## config.mk

```make
export PLATFORM = sky130hd
export DESIGN_NAME = hclk_blank_stretch
export DESIGN_NICKNAME = d
export VERILOG_FILES = /design/src/rtl/hbs_pkg.sv /design/src/rtl/hbs_window_track.sv /design/src/rtl/hbs_divider.sv /design/src/rtl/hbs_lane.sv /design/src/rtl/hclk_blank_stretch.sv
export SDC_FILE = /design/constraint.sdc
export NUM_CORES = 1
export LEC_CHECK = 0
export BUFFER_PORTS_ARGS = -buffer_cell sky130_fd_sc_hd__buf_2
export CELL_PAD_IN_SITES_DETAIL_PLACEMENT = 1
export CELL_PAD_IN_SITES_GLOBAL_PLACEMENT = 1
export CORE_MARGIN = 2
export CORE_UTILIZATION = 39
export CTS_BUF_LIST = sky130_fd_sc_hd__clkbuf_4 sky130_fd_sc_hd__clkbuf_8
export CTS_CLUSTER_SIZE = 14
export DETAILED_ROUTE_END_ITERATION = 10
export PLACE_DENSITY = 0.8
export SETUP_SLACK_MARGIN = 0.02
export SLEW_MARGIN = 20
export SYNTH_ARGS = -nofsm -noshare
export SYNTH_HDL_FRONTEND = slang
export SYNTH_SLANG_ARGS = --single-unit
export TNS_END_PERCENT = 30
```

## constraint.sdc

```tcl
create_clock -name clk -period 1.8 [get_ports clk]
set_input_delay 0.09 -clock clk [delete_from_list [all_inputs] [get_ports clk]]
set_output_delay 0.09 -clock clk [all_outputs]
set_load 0.05 [all_outputs]
```

## src/rtl/hbs_pkg.sv

```systemverilog
package hbs_pkg;

   typedef enum logic [1:0] {
      HBS_PASS  = 2'd0,
      HBS_START = 2'd1,
      HBS_SLOW  = 2'd2
   } hbs_mode_e;

endpackage

```

## src/rtl/hbs_window_track.sv

```systemverilog
module hbs_window_track #(
   parameter int CODE_W = 4
) (
   input  logic              clk,
   input  logic              rst_n,
   input  logic              blank_i,
   input  logic [CODE_W-1:0] code_i,
   output logic              open_o,
   output logic              blank_q_o,
   output logic [CODE_W-1:0] code_act_o
);

   logic              blank_q;
   logic [CODE_W-1:0] code_q;

   assign open_o = blank_i & ~blank_q;

   always_ff @(posedge clk or negedge rst_n) begin
      if (!rst_n) begin
         blank_q <= 1'b0;
         code_q  <= '0;
      end else begin
         blank_q <= blank_i;
         if (open_o) code_q <= code_i;
      end
   end

   assign blank_q_o  = blank_q;
   assign code_act_o = code_q;

endmodule

```

## src/rtl/hbs_divider.sv

```systemverilog
module hbs_divider #(
   parameter int CODE_W = 4
) (
   input  logic              clk,
   input  logic              rst_n,
   input  logic              start_i,
   input  logic              run_i,
   input  logic [CODE_W-1:0] code_i,
   output logic              half_nxt_o,
   output logic [CODE_W-1:0] cnt_o
);

   localparam logic [CODE_W-1:0] ONE = CODE_W'(1);

   logic [CODE_W-1:0] cnt_q, cnt_d;
   logic              half_q, half_d;
   logic              wrap;

   assign wrap = (cnt_q == (code_i - ONE));

   always_comb begin
      cnt_d  = cnt_q;
      half_d = half_q;
      if (start_i) begin
         cnt_d  = '0;
         half_d = 1'b0;
      end else if (run_i) begin
         if (wrap) begin
            cnt_d  = '0;
            half_d = ~half_q;
         end else begin
            cnt_d = cnt_q + ONE;
         end
      end
   end

   always_ff @(posedge clk or negedge rst_n) begin
      if (!rst_n) begin
         cnt_q  <= '0;
         half_q <= 1'b0;
      end else begin
         cnt_q  <= cnt_d;
         half_q <= half_d;
      end
   end

   assign half_nxt_o = half_d;
   assign cnt_o      = cnt_q;

endmodule

```

## src/rtl/hbs_lane.sv

```systemverilog
module hbs_lane
   import hbs_pkg::*;
(
   input  logic      clk,
   input  logic      rst_n,
   input  hbs_mode_e mode_i,
   input  logic      nom_i,
   input  logic      ref_i,
   input  logic      half_nxt_i,
   output logic      lane_o
);

   logic lane_d;

   always_comb begin
      unique case (mode_i)
         HBS_SLOW: lane_d = ref_i ^ half_nxt_i;
         default:  lane_d = nom_i;
      endcase
   end

   always_ff @(posedge clk or negedge rst_n) begin
      if (!rst_n) lane_o <= 1'b0;
      else        lane_o <= lane_d;
   end

endmodule

```

## src/rtl/hclk_blank_stretch.sv

```systemverilog
module hclk_blank_stretch
   import hbs_pkg::*;
#(
   parameter int NUM_CLK = 8,
   parameter int CODE_W  = 4
) (
   input  logic               clk,
   input  logic               rst_n,
   input  logic               blank_i,
   input  logic [CODE_W-1:0]  width_code_i,
   input  logic [NUM_CLK-1:0] nom_phase_i,
   output logic [NUM_CLK-1:0] hclk_o
);

   generate
      if (NUM_CLK < 1 || NUM_CLK > 8) begin : g_bad_lanes
         $error("hclk_blank_stretch: NUM_CLK must be 1..8");
      end
      if (CODE_W < 1 || CODE_W > 8) begin : g_bad_code
         $error("hclk_blank_stretch: CODE_W must be 1..8");
      end
   endgenerate

   logic               win_open;
   logic               blank_q;
   logic [CODE_W-1:0]  code_act;
   logic [CODE_W-1:0]  div_cnt;
   logic               half_nxt;
   logic [NUM_CLK-1:0] ref_q;
   hbs_mode_e          mode;

   hbs_window_track #(.CODE_W(CODE_W)) u_track (
      .clk        (clk),
      .rst_n      (rst_n),
      .blank_i    (blank_i),
      .code_i     (width_code_i),
      .open_o     (win_open),
      .blank_q_o  (blank_q),
      .code_act_o (code_act)
   );

   always_comb begin
      if (!blank_i)            mode = HBS_PASS;
      else if (win_open)       mode = HBS_START;
      else if (code_act == '0) mode = HBS_PASS;
      else                     mode = HBS_SLOW;
   end

   hbs_divider #(.CODE_W(CODE_W)) u_div (
      .clk        (clk),
      .rst_n      (rst_n),
      .start_i    (mode == HBS_START),
      .run_i      (mode == HBS_SLOW),
      .code_i     (code_act),
      .half_nxt_o (half_nxt),
      .cnt_o      (div_cnt)
   );

   always_ff @(posedge clk or negedge rst_n) begin
      if (!rst_n)        ref_q <= '0;
      else if (win_open) ref_q <= nom_phase_i;
   end

   generate
      for (genvar gi = 0; gi < NUM_CLK; gi++) begin : g_lane
         hbs_lane u_lane (
            .clk        (clk),
            .rst_n      (rst_n),
            .mode_i     (mode),
            .nom_i      (nom_phase_i[gi]),
            .ref_i      (ref_q[gi]),
            .half_nxt_i (half_nxt),
            .lane_o     (hclk_o[gi])
         );
      end
   endgenerate

endmodule

```

## Word-level counts from Yosys, hierarchy flattened

Cells that the tools add are included.

- Register bits: 26
- Output and inout bits: 8
- Word-level logic and storage cells: 48

- Add/subtract/negate cells: 2
- Equal/unequal tests: 3
- Muxes and demuxes: 17
- Bitwise gates (word level): 11
- Reductions and logical operators: 2

Operators with widths:

| cell | number |
|---|---|
| 4-bit two-way mux | 3 |
| 1-bit two-way mux | 11 |
| 1-bit XOR | 8 |
| 2-bit two-way mux | 3 |
| 4-bit by 1-bit adder with 4-bit output, second input constant | 1 |
| 4-bit == test | 1 |
| 4-bit logical NOT | 1 |
| 4-bit by 1-bit subtractor with 4-bit output, second input constant | 1 |
| 2-bit by 1-bit == test with 1-bit output, second input constant | 1 |
| 2-bit == test, second input constant | 1 |
| 1-bit inverter | 2 |
| 2-bit nonzero test | 1 |
| 1-bit AND | 1 |

## Depth between registers and ports, before layout

- Depth after elaboration: 9
- Mapped depth: 8
- Mapped depth without buffers: 7

## By module

A second synthesis with hierarchy kept.

- Cell total of the unflattened synthesis: 96
- Area total of the unflattened synthesis: 1420.1 um2

By module, submodules not included:

| module | instances | cells each | area each (um2) | sequential area each (um2) |
|---|---|---|---|---|
| hbs_lane | 8 | 4 | 62.6 | 25.0 |
| hclk_blank_stretch | 1 | 21 | 356.6 | 200.2 |
| hbs_divider | 1 | 32 | 352.8 | 125.1 |
| hbs_window_track | 1 | 11 | 210.2 | 125.1 |

## Worst setup path after synthesis

No wires, ideal clock.

- Path kind: reg-to-reg
- Start: reg u_track.code_q[0] (netlist: u_track.code_act_o[0])
- End: reg u_div.cnt_q[3] (netlist: u_div.cnt_o[3])
- Library setup time: 120 ps
- Arrival: 1631 ps
- Data required time: 1680 ps
- Slack: 49 ps
- Stages on the path, launching flop included: 8
- Path buffers: 0
- Cell sequence: dfrtp_1 -> inv_1 -> ha_1 -> xor2_1 -> xnor2_1 -> nand4_4 -> a32o_1 -> a31o_1

- Cells in the longest elaborated chain, start to end: 6

RTL lines:

| element | line | text |
|---|---|---|
| start, declared | hbs_window_track.sv:14 | `logic [CODE_W-1:0] code_q;` |
| start signal, assigned | hbs_window_track.sv:24 | `if (open_o) code_q <= code_i;` |
| parallel branches: the longest is 6 deep, another holds 4-bit by 1-bit subtractor with 4-bit output | n/a |  |
| end signal, assigned | hbs_divider.sv:42 | `cnt_q <= cnt_d;` |
| end, declared | hbs_divider.sv:15 | `logic [CODE_W-1:0] cnt_q, cnt_d;` |

Several ways; the timed one is not identified. The select of a mux whose other input is x is not followed.
A chain may end at the register's enable or synchronous reset.

## Worst setup path after layout

- Start: reg u_track.code_q[1] (netlist: u_track.code_act_o[1])
- End: reg g_lane[7].u_lane.lane_o

- Cells in the longest elaborated chain, start to end: 9

RTL lines:

| element | line | text |
|---|---|---|
| parallel branches: the longest is 8 deep, another holds 4-bit by 1-bit subtractor with 4-bit output | n/a |  |
| 1-bit two-way mux * | hbs_lane.sv:16 | `unique case (mode_i)` |
| via g_lane[7].u_lane.lane_d | hbs_lane.sv:13 | `logic lane_d;` |
| end signal, assigned | hbs_lane.sv:24 | `else lane_o <= lane_d;` |
| end, declared | hbs_lane.sv:10 | `output logic lane_o` |

Mark *: on every way through the listed nets, which the timed path passes.

==> impl_metrics.tcl <==
set metrics [dict create \
    layout_common_cells "nand2_1 (43), dfrtp_1 (26), buf_2 (22), xnor2_1 (16), dlygate4sd3_1 (14)" \
    synth_mux_area_share_pct 0 \
    final_nets 197 \
    yosys.area_share.adder_pct 1.85 \
    path_buf_inv 2 \
    rsz0062_at_grt "yes" \
    crit_chain "inv_2 > ha_4 > xor2_4 > xnor2_2 > nand4_4 > buf_6 > xnor2_2 > o21ai_1" \
    hpwl_microns 2270 \
    relSlewSlack_pct 61.7 \
    global_route.usage.total_pct 18.8 \
    worstSkewPairLatency_ps 340 \
    grt-ovfl-total 0 \
    synth_top_family_by_area "simple AND/OR/NAND/NOR gates" \
    synth_cell_type_count 29 \
    viasPerCell 4.95 \
    setup_tns_ps 0 \
    routed_wl_microns 3560 \
    die-area_sq_um 3960 \
    drive_above_1_share_pct 25.1 \
    vias 1113 \
    grt_pass1_wl_microns 5800 \
    diodes 0 \
    numPlacedInstances 205 \
    rows 21 \
    slowest_stage "dfrtp_1" \
    crit_required_ps 2060 \
    final_common_cell "nand2_1" \
    maxCapViolations 0 \
    yosys.area_share.simple_pct 20.6 \
    ys_seq_elements 26 \
    drtIter0Drc 38 \
    io_buffers 22 \
    wl_per_cell_microns 15.8 \
    antenna_found_initial 0 \
    ir_drop_mv 0.641 \
    drt-pass1-iter-count 4 \
    core_sq_um 3340 \
    period_share_pct 97.1 \
    crit_type "register to register" \
    reg2reg_from "u_track.code_act_o[1]$_DFFE_PN0P_" \
    final.setup_skew_ps 6.22 \
    ff2ff_path_depth 8 \
    crit_family "XOR/XNOR gates" \
    dpl_cell_area_sq_um 1490 \
    fmax_mhz 572 \
    syn_area_sq_um 1350 \
    grt_pass1_vias 1211 \
    hold_violations 0 \
    synthesis.instances 144 \
    numCtsBuffers 3 \
    start_util_pct 40.6 \
    fin_cells 225 \
    area_growth_pct 30.9 \
    startpoint_type "register" \
    cp-end-kind "register" \
    critPathMaxFanout 9 \
    die_height_microns 62.9 \
    yosysWarnings 0 \
    synth_nets 161 \
    final_max_slew_viol_count 0 \
    drc_errors 0 \
    cts_sinks 26 \
    fin_crit_ps 1750 \
    ff2ff_setup_slack_ps 50 \
    synth_area_per_cell_sq_um 9.40 \
    drtAntennaViolNets 0 \
    worstMarginPinSlew_ps 574 \
    grt_max_degree 27 \
    timing.hold.ws_ps 261 \
    status "finished clean" \
    routabilityCongestion 0.748 \
    stdcell_area_sq_um 1770 \
    cts_tree "built" \
    ioPinCount 23 \
    cts_buffer_depth 2 \
    setup_viol 0 \
    power_density_nw_per_um2 1150 \
    die_width_microns 62.9 \
    arrival_ps 2010 \
    synth-compound-area-share_pct 7.58 \
    reg2reg_to "g_lane[7].u_lane.lane_o$_DFF_PN0_" \
    cts_max_level 1 \
    p_leak_nw 0.838 \
    min_path_type "primary input to asynchronous set/reset pin" \
    clockRootBuffer "clkbuf_4" \
    cp_common_cell "xnor2_2" \
    yosys.area_share.xor_xnor_pct 14.2 \
    ys_seq_area_share_pct 48.1 \
    max_stage_delay_ps 430 \
    cts.clk_slew.worst_paths_ps 150 \
]
==> metal layers <==
metal  vias up  GRT usage, %  part of all wire [%]
li1        530             -                     -
met1       557          21.9                    41
met2        18          33.9                    54
met3         8          3.42                   2.6
met4         0          6.94                   2.2
met5         -             0                     0
==> stage by stage <==
step / total power [mW] / utilization [%] / setup WS, ps
2_1_floorplan: 1.35 / - / 49.4
3_3_place_gp: 1.45 / 44.8 / 65.8
3_5_place_dp: 1.49 / 44.8 / -110
4_1_cts: 1.95 / 51.0 / -25.3
5_1_grt: 2.14 / 53.1 / -21.0
6_report: 2.03 / 53.1 / 52.4
==> where the power goes <==
part           total [mW]  switching, mW  leakage (nW)  internal [mW]
Combinational       0.809          0.438         0.488          0.371
Sequential          0.803          0.121         0.322          0.682
Clock               0.417          0.192        0.0279          0.226
Total                2.03          0.752         0.838           1.28
==> logic make-up (layout without fill, tap and decap cells) <==
logic type,after synthesis,count (layout)
AND/OR/NAND/NOR,60,60
flip-flops,26,26
XOR/XNOR,22,22
AO/OA/AOI/OAI,17,17
buffers and inverters,17,52
adder cells (fa/ha/maj),2,2
==> what timing repair did <==
item	CTS	global route
hold buffers	14	0
endpoints found under the hold margin	46	0
pin swaps	2	1
setup endpoints to repair	10	13
gates resized for setup	3	12
setup buffers	1	1
==> layout make-up <==
cell class | count | area, sq um
Clock buffer | 3 | 22.5
Clock inverter | 1 | 30.0
Fill cell | 399 | 1570
Inverter | 3 | 11.3
Multi-Input combinational cell | 101 | 666
Sequential cell | 26 | 651
Tap cell | 46 | 57.6
Timing Repair Buffer | 45 | 334
==> sequential cells by signal (all words and copies together) (netlist names) <==
signal	flops
u_track.code_act_o	4
g_lane.u_lane.lane_o	8
ref_q	8
u_track.blank_q_o	1
u_div.half_q	1
u_div.cnt_o	4
==> cell usage after synthesis, drive strengths merged <==
library cell  instances  area (sq um)
ha                    2          25.0
nor2b                 1          6.26
o211ai                1          7.51
inv                   3          11.3
nor2                  2          7.51
buf                  11          81.3
o31ai                 1          7.51
nand4b                1          8.76
nand3                 6          30.0
dfrtp                26           651
xor2                  4          35.0
nor3                  1          5.00
a31oi                 1          6.26
a31o                  1          8.76
or3b                  1          8.76
o21ai                11          55.1
nand2                43           161
and4b                 1          10.0
clkbuf                3          11.3
nand2b                1          6.26
a32o                  1          10.0
xnor2                18           158
nor3b                 1          7.51
nor4                  1          6.26
nand4                 1          21.3
a21o                  1          7.51
==> worst max path at each step <==
| stage | start | to | depth (start not counted) |
|---|---|---|---|
| final | u_track.code_act_o[1]$_DFFE_PN0P_ | g_lane[7].u_lane.lane_o$_DFF_PN0_ | 8 |
| after detailed placement | u_track.code_act_o[0]$_DFFE_PN0P_ | g_lane[6].u_lane.lane_o$_DFF_PN0_ | 8 |
| after CTS | u_track.code_act_o[0]$_DFFE_PN0P_ | g_lane[6].u_lane.lane_o$_DFF_PN0_ | 8 |
| after global routing | u_track.code_act_o[1]$_DFFE_PN0P_ | g_lane[5].u_lane.lane_o$_DFF_PN0_ | 8 |
| after floorplan | u_track.code_act_o[0]$_DFFE_PN0P_ | u_div.cnt_o[3]$_DFFE_PN0P_ | 7 |
| after global placement | u_track.code_act_o[0]$_DFFE_PN0P_ | g_lane[6].u_lane.lane_o$_DFF_PN0_ | 8 |
==> worst reg2reg max path, delay by kind of cell (launching register included) <==
family | cells | cell delay (ps)
xor+xnor | 3 | 510
flops | 1 | 430
buf+inv | 2 | 260
fa+ha+maj | 1 | 180
compound gates | 1 | 160
simple gates | 1 | 150
Note: power is estimated with default switching activity, not from simulation.
